`config.mk`:
```
export PLATFORM = sky130hd
export DESIGN_NAME = bscan_ic_tester
export DESIGN_NICKNAME = d
export VERILOG_FILES = /design/src/rtl/bscan_ic_pkg.sv /design/src/rtl/bscan_pair_model.sv /design/src/rtl/bscan_fault_classifier.sv /design/src/rtl/bscan_ic_fsm.sv /design/src/rtl/bscan_ic_tester.sv
export SDC_FILE = /design/constraint.sdc
export NUM_CORES = 1
export LEC_CHECK = 0
export CORE_MARGIN = 2
export CORE_UTILIZATION = 50
export DETAILED_ROUTE_END_ITERATION = 16
export PLACE_DENSITY = 0.72
export SLEW_MARGIN = 20
export SYNTH_ARGS = -nofsm -noshare
export SYNTH_HDL_FRONTEND = slang
export SYNTH_SLANG_ARGS = --single-unit
```
`constraint.sdc`:
```
create_clock -name clk -period 3.95 [get_ports clk]
set_clock_uncertainty 0.2 [all_clocks]
set_input_delay 0.9875 -clock clk [delete_from_list [all_inputs] [get_ports clk]]
set_output_delay 0.9875 -clock clk [all_outputs]
set_load 0.01 [all_outputs]
```
`src/rtl/bscan_ic_pkg.sv`:
```
package bscan_ic_pkg;

    typedef enum logic [2:0] {
        S_IDLE,
        S_CHAIN,
        S_SHIFT,
        S_UPDATE,
        S_CAPTURE,
        S_DONE
    } eng_state_t;

    typedef enum logic [1:0] {
        CLS_NONE   = 2'd0,
        CLS_STUCK  = 2'd1,
        CLS_BRIDGE = 2'd2,
        CLS_OPEN   = 2'd3
    } net_class_t;

    // Value that net 'net' carries in pattern 'pat' given code width 'w':
    // true patterns carry bit pat of (net+1), later ones the complement.
    function automatic logic pattern_bit(input int unsigned pat,
                                         input int unsigned net,
                                         input int unsigned w);
        int unsigned code;
        code = net + 1;
        if (pat < w)
            return ((code >> pat) & 1) != 0;
        else
            return ((code >> (pat - w)) & 1) == 0;
    endfunction

endpackage

```
`src/rtl/bscan_pair_model.sv`:
```
module bscan_pair_model #(
    parameter int N_NETS = 8,
    parameter int NET_IW = 3
) (
    input  logic              clk,
    input  logic              rst_n,
    input  logic              shift_en,
    input  logic              update_en,
    input  logic              capture_en,
    input  logic              scan_in,
    input  logic              link_break,
    input  logic              short_en,
    input  logic [NET_IW-1:0] short_a,
    input  logic [NET_IW-1:0] short_b,
    input  logic              open_en,
    input  logic [NET_IW-1:0] open_net,
    input  logic              stuck_en,
    input  logic [NET_IW-1:0] stuck_net,
    output logic              scan_out
);

    logic [N_NETS-1:0] drv_sr;
    logic [N_NETS-1:0] drv_hold;
    logic [N_NETS-1:0] rcv_sr;
    logic [N_NETS-1:0] net_val;
    logic              link_bit;
    logic              and_val;

    assign link_bit = link_break ? 1'b1 : drv_sr[0];
    assign scan_out = rcv_sr[0];

    // Fault model: short first, then stuck-at-0, then open wins.
    always_comb begin
        net_val = drv_hold;
        and_val = 1'b1;
        if (short_en && (32'(short_a) < N_NETS) && (32'(short_b) < N_NETS)) begin
            and_val          = drv_hold[short_a] & drv_hold[short_b];
            net_val[short_a] = and_val;
            net_val[short_b] = and_val;
        end
        if (stuck_en && (32'(stuck_net) < N_NETS))
            net_val[stuck_net] = 1'b0;
        if (open_en && (32'(open_net) < N_NETS))
            net_val[open_net] = 1'b1;
    end

    always_ff @(posedge clk) begin
        if (!rst_n) begin
            drv_sr   <= '0;
            drv_hold <= '0;
            rcv_sr   <= '0;
        end else begin
            if (shift_en) begin
                drv_sr <= {scan_in, drv_sr[N_NETS-1:1]};
                rcv_sr <= {link_bit, rcv_sr[N_NETS-1:1]};
            end else if (capture_en) begin
                rcv_sr <= net_val;
            end
            if (update_en)
                drv_hold <= drv_sr;
        end
    end

endmodule

```
`src/rtl/bscan_fault_classifier.sv`:
```
module bscan_fault_classifier
    import bscan_ic_pkg::*;
#(
    parameter int N_NETS = 8
) (
    input  logic [N_NETS-1:0]   fail_mask,
    input  logic [N_NETS-1:0]   saw_one,
    input  logic [N_NETS-1:0]   saw_zero,
    output logic [2*N_NETS-1:0] fail_class
);

    for (genvar i = 0; i < N_NETS; i++) begin : g_net
        net_class_t cls;
        always_comb begin
            if (!fail_mask[i])
                cls = CLS_NONE;
            else if (saw_zero[i] && !saw_one[i])
                cls = CLS_STUCK;
            else if (saw_one[i] && !saw_zero[i])
                cls = CLS_OPEN;
            else
                cls = CLS_BRIDGE;
        end
        assign fail_class[2*i +: 2] = cls;
    end

endmodule

```
`src/rtl/bscan_ic_fsm.sv`:
```
module bscan_ic_fsm
    import bscan_ic_pkg::*;
#(
    parameter int N_NETS = 8
) (
    input  logic              clk,
    input  logic              rst_n,
    input  logic              start,
    input  logic              scan_out,
    output logic              shift_en,
    output logic              update_en,
    output logic              capture_en,
    output logic              scan_in,
    output logic              done,
    output logic              pass,
    output logic              chain_err,
    output logic [N_NETS-1:0] fail_mask,
    output logic [N_NETS-1:0] saw_one,
    output logic [N_NETS-1:0] saw_zero
);

    localparam int CODE_W    = $clog2(N_NETS + 1) + 1;
    localparam int NUM_PAT   = 2 * CODE_W;
    localparam int CHAIN_LEN = 2 * N_NETS;
    localparam int CHK_LEN   = CHAIN_LEN + 4;
    localparam int CNT_W     = $clog2(CHK_LEN + 1);
    localparam int PAT_W     = $clog2(NUM_PAT + 1);

    localparam logic [CNT_W-1:0] CHK_LAST   = CNT_W'(CHK_LEN - 1);
    localparam logic [CNT_W-1:0] SHIFT_LAST = CNT_W'(CHAIN_LEN - 1);
    localparam logic [CNT_W-1:0] CHAIN_L    = CNT_W'(CHAIN_LEN);
    localparam logic [CNT_W-1:0] NETS_C     = CNT_W'(N_NETS);
    localparam logic [PAT_W-1:0] PAT_END    = PAT_W'(NUM_PAT);

    eng_state_t        state_q, state_d;
    logic [CNT_W-1:0]  cnt_q;
    logic [PAT_W-1:0]  pat_q;
    logic [CNT_W-1:0]  chain_off;
    logic              chain_bad;
    logic              cmp_en;
    logic              cmp_exp;
    logic              shift_last;

    assign chain_off  = cnt_q - CHAIN_L;
    assign chain_bad  = (state_q == S_CHAIN) && (cnt_q >= CHAIN_L)
                        && (scan_out != ~chain_off[1]);
    assign cmp_en     = (state_q == S_SHIFT) && (pat_q != '0) && (cnt_q < NETS_C);
    assign cmp_exp    = pattern_bit(32'(pat_q) - 1, 32'(cnt_q), CODE_W);
    assign shift_last = (cnt_q == SHIFT_LAST);

    // State register
    always_ff @(posedge clk) begin
        if (!rst_n) state_q <= S_IDLE;
        else        state_q <= state_d;
    end

    always_comb begin
        state_d = state_q;
        unique case (state_q)
            S_IDLE:    if (start) state_d = S_CHAIN;
            S_CHAIN:   if (chain_bad)             state_d = S_DONE;
                       else if (cnt_q == CHK_LAST) state_d = S_SHIFT;
            S_SHIFT:   if (shift_last) state_d = (pat_q == PAT_END) ? S_DONE : S_UPDATE;
            S_UPDATE:  state_d = S_CAPTURE;
            S_CAPTURE: state_d = S_SHIFT;
            S_DONE:    state_d = S_IDLE;
            default:   state_d = S_IDLE;
        endcase
    end

    // Chain controls
    always_comb begin
        shift_en   = (state_q == S_CHAIN) || (state_q == S_SHIFT);
        update_en  = (state_q == S_UPDATE);
        capture_en = (state_q == S_CAPTURE);
        done       = (state_q == S_DONE);
        scan_in    = 1'b0;
        if (state_q == S_CHAIN)
            scan_in = ~cnt_q[1];
        else if (state_q == S_SHIFT && cnt_q >= NETS_C && pat_q < PAT_END)
            scan_in = pattern_bit(32'(pat_q), 32'(cnt_q) - N_NETS, CODE_W);
    end

    // Outputs and run state
    always_ff @(posedge clk) begin
        if (!rst_n) begin
            cnt_q     <= '0;
            pat_q     <= '0;
            pass      <= 1'b0;
            chain_err <= 1'b0;
            fail_mask <= '0;
            saw_one   <= '0;
            saw_zero  <= '0;
        end else begin
            if (state_d != state_q) cnt_q <= '0;
            else if (shift_en)      cnt_q <= cnt_q + 1'b1;

            if (state_q == S_IDLE && start) begin
                pat_q     <= '0;
                pass      <= 1'b0;
                chain_err <= 1'b0;
                fail_mask <= '0;
                saw_one   <= '0;
                saw_zero  <= '0;
            end
            if (state_q == S_CAPTURE) pat_q <= pat_q + 1'b1;
            if (chain_bad) chain_err <= 1'b1;
            if (cmp_en) begin
                for (int i = 0; i < N_NETS; i++) begin
                    if (cnt_q == CNT_W'(i)) begin
                        if (scan_out != cmp_exp) fail_mask[i] <= 1'b1;
                        if (scan_out) saw_one[i]  <= 1'b1;
                        else          saw_zero[i] <= 1'b1;
                    end
                end
            end
            if (state_q == S_SHIFT && shift_last && pat_q == PAT_END && fail_mask == '0)
                pass <= 1'b1;
        end
    end

endmodule

```
`src/rtl/bscan_ic_tester.sv`:
```
module bscan_ic_tester #(
    parameter int N_NETS = 8,
    parameter int NET_IW = (N_NETS > 1) ? $clog2(N_NETS) : 1
) (
    input  logic                clk,
    input  logic                rst_n,
    input  logic                start,
    input  logic                flt_short_en,
    input  logic [NET_IW-1:0]   flt_short_a,
    input  logic [NET_IW-1:0]   flt_short_b,
    input  logic                flt_open_en,
    input  logic [NET_IW-1:0]   flt_open_net,
    input  logic                flt_stuck_en,
    input  logic [NET_IW-1:0]   flt_stuck_net,
    input  logic                flt_chain_break,
    output logic                done,
    output logic                pass,
    output logic                chain_err,
    output logic [N_NETS-1:0]   fail_mask,
    output logic [2*N_NETS-1:0] fail_class
);

    logic              shift_en, update_en, capture_en;
    logic              scan_in, scan_out;
    logic [N_NETS-1:0] saw_one, saw_zero;

    bscan_ic_fsm #(.N_NETS(N_NETS)) u_fsm (
        .clk        (clk),
        .rst_n      (rst_n),
        .start      (start),
        .scan_out   (scan_out),
        .shift_en   (shift_en),
        .update_en  (update_en),
        .capture_en (capture_en),
        .scan_in    (scan_in),
        .done       (done),
        .pass       (pass),
        .chain_err  (chain_err),
        .fail_mask  (fail_mask),
        .saw_one    (saw_one),
        .saw_zero   (saw_zero)
    );

    bscan_pair_model #(.N_NETS(N_NETS), .NET_IW(NET_IW)) u_pair (
        .clk        (clk),
        .rst_n      (rst_n),
        .shift_en   (shift_en),
        .update_en  (update_en),
        .capture_en (capture_en),
        .scan_in    (scan_in),
        .link_break (flt_chain_break),
        .short_en   (flt_short_en),
        .short_a    (flt_short_a),
        .short_b    (flt_short_b),
        .open_en    (flt_open_en),
        .open_net   (flt_open_net),
        .stuck_en   (flt_stuck_en),
        .stuck_net  (flt_stuck_net),
        .scan_out   (scan_out)
    );

    bscan_fault_classifier #(.N_NETS(N_NETS)) u_cls (
        .fail_mask  (fail_mask),
        .saw_one    (saw_one),
        .saw_zero   (saw_zero),
        .fail_class (fail_class)
    );

endmodule

```
==> results.py, run 1 <==
metrics = {
    "floorplanning": {
        "initial_core_util": 0.515,
        "fp.dieW_um": 98.5,
        "std_cell_rows": 34,
        "coreArea_sq_um": 8680,
        "die_y_um": 98.5,
        "dieArea_sq_um": 9710,
        "ios": 46,
    },
    "timing": {
        "drv_slew": 0,
        "setup_viol": 0,
        "rsz0062_at_grt": "false",
        "relSlewSlack": 0.493,
        "max_freq_ghz": 0.282,
        "holdWs_ns": 0.264,
        "finalCritPeriodShare": 0.898,
        "setup_tns_ns": 0,
        "hold_viol": 0,
        "min_period_ns": 3.55,
        "tightestPinTransition_ns": 0.759,
    },
    "grt": {
        "overflow": 0,
        "grt_max_degree": 23,
        "antenna_found_initial": 0,
        "grtUsageTotal": 0.228,
        "grt_pass1_wl_um": 18200,
        "grt_pass1_vias": 3838,
    },
    "pwr": {
        "powerDensity_nw_per_um2": 284,
        "clkPwrFrac": 0.419,
        "leakage_uw": 0.00192,
        "p_comb_frac": 0.127,
        "power.share.switching": 0.266,
        "p_sw_uw": 389,
        "ir_worst_vdd_v": 0.000170,
        "pwr-share-seq": 0.454,
        "p_int_uw": 1070,
    },
    "critical_path": {
        "path_cells": "inv_1, ha_1, a21boi_1, xnor2_1, o21ai_0, inv_1, nand2_1, ha_1, nor4_1, nand4_1, a31oi_1, a31oi_1, mux2_4, o21ai_2",
        "cp.required_ns": 4.04,
        "path_delay_family": "compound AO/OA/AOI/OAI gates",
        "worstPathArrival_ns": 3.64,
        "cp_max_fo": 11,
        "cp-end-kind": "flop",
        "path_class": "reg -> reg",
        "max_stage_delay_ns": 0.56,
        "critPathLaunchType": "flop",
        "cpMaxStageDelayCell": "dfxtp_1",
        "crit_buf_inv": 2,
    },
    "clock_tree": {
        "path_clk_slew_ns": 0.08,
        "cts_setup_buffers": 0,
        "cts_made_buffers": 9,
        "cts_num_sinks": 62,
        "cts-resized-gates": 0,
        "cts-root-to-sink-buffers": 2,
        "cts_tree": "built",
        "htree_num_levels": 3,
        "root_buffer": "clkbuf_8",
        "hold_buffers": 0,
        "clock_latency_ns": 0.35,
    },
    "detailed_routing": {
        "dr.pass1.iters": 5,
        "drc": 0,
        "dr_total_vias": 4071,
        "drtIter0Drc": 204,
        "vias_per_cell": 5.74,
        "postRouteAntennaNets": 0,
        "post_drt_wl_per_cell_um": 15.0,
        "drt_wl_total_um": 10700,
    },
    "synth": {
        "synthArstFlopShare": 0,
        "synth_top_area_cell": "dfxtp_1",
        "syn-instance-count": 569,
        "synthesis.area_sq_um": 4470,
        "synth_common_cells": "nand2_1, dfxtp_1, ha_1, nor2b_1, nor2_1",
        "synth-main-ff-cell": "dfxtp_1",
        "syn_nets": 627,
        "ys_ff_latch": 62,
        "synth.most_common_cell": "nand2_1",
        "ys_warn_count": 0,
        "synth.area.top_cells": "dfxtp_1, ha_1, nand2_1",
        "synth_edf_count": 0,
        "seq_area_frac_synth": 0.278,
        "postSynthAreaPerCell_sq_um": 7.85,
        "synth_cell_types": 66,
        "synth_top_area_frac": 0.278,
    },
    "placed_design": {
        "dpl_cell_area_sq_um": 4940,
        "io_buffers": 45,
        "gp_congestion": 0.907,
        "dpl.hpwl_um": 7830,
    },
    "final_layout": {
        "area_growth_pct": 15.3,
        "drive_above_1_share": 0.0765,
        "fillers": 775,
        "nets": 654,
        "num_antenna_cells": 0,
        "register_area_sq_um": 1240,
        "multi_input_area_sq_um": 2970,
        "finalInstanceArea_sq_um": 5150,
    },
    "outcome": {
        "outcome": "completed",
    },
    "min_path": {
        "hold_class": "reg -> reg",
    },
    "run": {
        "cap_violations": 0,
    },
}
-- power groups by stage --
stage	logic [uW]	registers [uW]	clock network [uW]
after global placement	179	677	0
after floorplan	141	661	0
after detailed placement	184	678	0
final	185	664	613
after global routing	207	667	652
after CTS	185	663	622
-- state kept, by name, summed over array words and instances, names as in the netlist --
name	cells
u_fsm.cnt_q	5
u_fsm.chain_err	1
u_fsm.saw_one	8
u_fsm.pat_q	4
u_fsm.state_q	3
u_fsm.saw_zero	8
u_pair.drv_hold	8
u_fsm.fail_mask	8
u_pair.drv_sr	8
u_pair.rcv_sr	8
u_fsm.pass	1
-- per-stage QoR --
stage | setup slack, ns | total power [uW] | cells | util
floorplan | 0.752 | 801 | 569 | -
global placement | 0.558 | 856 | 693 | 0.569
detailed placement | 0.447 | 861 | 693 | 0.569
CTS | 0.429 | 1470 | 709 | 0.594
global route | 0.182 | 1530 | 709 | 0.594
finish | 0.403 | 1460 | 709 | 0.594
-- tightest hold or removal path, delay by kind of cell (launching register included) --
family	cells	cell delay [ns]
AO/OA/AOI/OAI	1	0.06
flip-flops	1	0.31
AND/OR/NAND/NOR	1	0.04
-- cell type report --
class	count	area share
inverter	21	0.0153
timing repair buffer	53	0.0991
clock buffer	10	0.0248
clock inverter	6	0.0168
tap	108	0.0262
sequential	62	0.241
multi-input combinational	449	0.577
-- final timing paths --
path                        start            endpoint  slack [ns]  cells after the start
setup / recovery   u_fsm.pat_q[2]  u_fsm.fail_mask[4]        0.40                     14
hold / removal    u_fsm.chain_err     u_fsm.chain_err        0.26                      2
setup reg to reg   u_fsm.pat_q[2]  u_fsm.fail_mask[4]        0.40                     14
hold reg to reg   u_fsm.chain_err     u_fsm.chain_err        0.26                      2
-- kinds of logic (layout without fill, tap and decap cells) --
| family | count (synthesis) | count (layout) | synth area share |
|---|---|---|---|
| mux | 20 | 20 | 0.0527 |
| fa+ha+maj | 39 | 39 | 0.109 |
| compound gates | 126 | 126 | 0.192 |
| buf+inv | 58 | 90 | 0.0569 |
| xor+xnor | 11 | 11 | 0.0258 |
| simple gates | 253 | 253 | 0.285 |
| flops | 62 | 62 | 0.278 |
-- layer usage --
layer / track usage / vias up / wire length [um]
met5: 0 / - / 0
met2: 0.364 / 106 / 4960
li1: - / 2047 / -
met1: 0.307 / 1904 / 5000
met3: 0.0454 / 14 / 535
met4: 0.0811 / 0 / 161
-- layout by cell type (no fill, tap or decap), types with 7 or more instances in the layout --
master	synthesis	layout
a21boi_0	10	10
a21oi_1	20	20
a31oi_1	9	9
a32oi_1	7	7
and2_1	15	15
buf_4	1	8
clkbuf_8	0	9
clkdlybuf4s50_1	0	45
dfxtp_1	62	62
ha_1	39	39
inv_1	20	20
mux2i_1	13	13
nand2_1	94	94
nand2b_1	8	8
nand3_1	10	10
nor2_1	38	38
nor2b_1	39	39
nor3_1	9	9
o21ai_0	31	31
o21ai_2	8	8
xnor2_1	8	8
No activity file was read; power rests on OpenSTA's default activity.
==> run 2: changes to the inputs <==
- GPL_TIMING_DRIVEN: not set -> 0
==> results.py, run 2 (synthesized netlist as in run 1, its figures left out) <==
metrics = {
    "critical_path": {
        "worstRegToRegCells": 15,
        "worstPathArrival_ns": 3.72,
        "critPathLaunchType": "flop",
        "cp.required_ns": 4.03,
        "cp-end-kind": "flop",
        "cp_max_fo": 9,
        "path_class": "reg -> reg",
    },
    "detailed_routing": {
        "dr.pass1.iters": 5,
        "drtIter0Drc": 232,
        "dr_total_vias": 4270,
        "vias_per_cell": 5.81,
        "post_drt_wl_per_cell_um": 15.6,
        "drt_wl_total_um": 11400,
        "postRouteAntennaNets": 0,
        "drc": 0,
    },
    "floorplanning": {
        "dieArea_sq_um": 9710,
        "fp.dieW_um": 98.5,
        "std_cell_rows": 34,
        "die_y_um": 98.5,
        "initial_core_util": 0.515,
        "ios": 46,
        "coreArea_sq_um": 8680,
    },
    "timing": {
        "hold_viol": 0,
        "setup_viol": 0,
        "max_freq_ghz": 0.274,
        "tightestPinTransition_ns": 0.821,
        "finalCritPeriodShare": 0.923,
        "drv_slew": 0,
        "relSlewSlack": 0.452,
        "min_period_ns": 3.64,
    },
    "grt": {
        "grt_pass1_vias": 4175,
        "overflow": 0,
        "antenna_found_initial": 0,
        "grtUsageTotal": 0.246,
        "grt_pass1_wl_um": 19700,
        "grt_max_degree": 13,
    },
    "final_layout": {
        "fillers": 819,
        "register_area_sq_um": 1240,
        "drive_above_1_share": 0.0861,
        "final_cell_mix": "nand2_1, dfxtp_1, clkdlybuf4s50_1",
        "nets": 680,
        "final_common_cell": "nand2_1",
        "utilization": 0.605,
        "area_growth_pct": 17.5,
        "multi_input_area_sq_um": 2970,
        "finalInstanceArea_sq_um": 5250,
        "num_antenna_cells": 0,
    },
    "min_path": {
        "hold_class": "reg -> reg",
        "min_path_cells": 2,
    },
    "clock_tree": {
        "root_buffer": "clkbuf_8",
        "clock_latency_ns": 0.34,
        "cts_made_buffers": 9,
        "path_clk_slew_ns": 0.07,
        "cts_num_sinks": 62,
        "hold_buffers": 0,
        "htree_num_levels": 3,
        "cts-root-to-sink-buffers": 2,
        "cts_tree": "built",
    },
    "run": {
        "cap_violations": 0,
    },
    "outcome": {
        "outcome": "completed",
    },
    "pwr": {
        "ir_worst_vdd_v": 0.000141,
        "leakage_uw": 0.00197,
        "powerDensity_nw_per_um2": 282,
    },
    "placed_design": {
        "gp_congestion": 0.934,
        "dpl_cell_area_sq_um": 5010,
        "io_buffers": 41,
        "dpl.hpwl_um": 8760,
    },
}
run 2: cell count changes in the layout (fill, tap and decap cells not counted), sizes merged:
cell,previous run,this run
buf,8,16
clkbuf,10,31
clkdlybuf4s50,45,41
clkinvlp,1,2
run 2: what timing repair did:
item / in CTS / in global routing
hold endpoints to repair: 0 / 0
endpoints found under the setup margin: 0 / 8
resized for setup: 0 / 2
buffers inserted: 0 / 1
run 2: path summary, 6_finish.rpt:
kind / slack (ns) / startpoint / endpoint
max: 0.31 / u_fsm.pat_q[2] / u_fsm.fail_mask[7]
min: 0.27 / u_fsm.pass / u_fsm.pass
max reg2reg: 0.31 / u_fsm.pat_q[2] / u_fsm.fail_mask[7]
min reg2reg: 0.27 / u_fsm.pass / u_fsm.pass
run 2: metal layers:
| layer | part of all wire | vias to the layer above | track usage |
|---|---|---|---|
| met5 | 0 | - | 0 |
| met4 | 0.017 | 0 | 0.0759 |
| met3 | 0.054 | 18 | 0.0511 |
| li1 | - | 2113 | - |
| met1 | 0.45 | 1998 | 0.316 |
| met2 | 0.48 | 141 | 0.417 |
run 2: final cells by class:
type | instances | area share
Tap cell | 108 | 0.0258
Multi-Input combinational cell | 449 | 0.566
Sequential cell | 62 | 0.237
Buffer | 37 | 0.0334
Timing Repair Buffer | 42 | 0.0796
Inverter | 21 | 0.0157
Clock inverter | 7 | 0.0188
Clock buffer | 9 | 0.0236
run 2: through the flow:
stage / cells / hold WS (ns) / TNS (ns) / power (uW) / worst slack, ns
after global placement: 718 / 0.251 / 0 / 865 / 0.201
after global routing: 735 / 0.296 / -0.0141 / 1540 / -0.00875
after detailed placement: 718 / 0.265 / 0 / 870 / 0.110
after floorplan: 569 / 0.241 / 0 / 801 / 0.752
after CTS: 734 / 0.273 / 0 / 1480 / 0.0658
final: 735 / 0.273 / 0 / 1480 / 0.305
run 2: power by group:
| group | switching, uW | internal (uW) |
|---|---|---|
| clock | 265 | 357 |
| combinational | 129 | 80.7 |
| sequential | 9.78 | 639 |
| total | 404 | 1080 |
run 2: critical path, stage by stage, from the launching register on:
cell and delay, ns:
dfxtp_1 0.36, buf_4 0.18, inv_1 0.13, ha_1 0.21, a21boi_1 0.26, xnor2_1 0.22, o21ai_0 0.21, inv_1 0.11
nand2_1 0.06, ha_1 0.27, nor4_1 0.25, nand4_1 0.18, a31oi_1 0.18, a31oi_1 0.17, mux2_4 0.43, o21ai_2 0.14
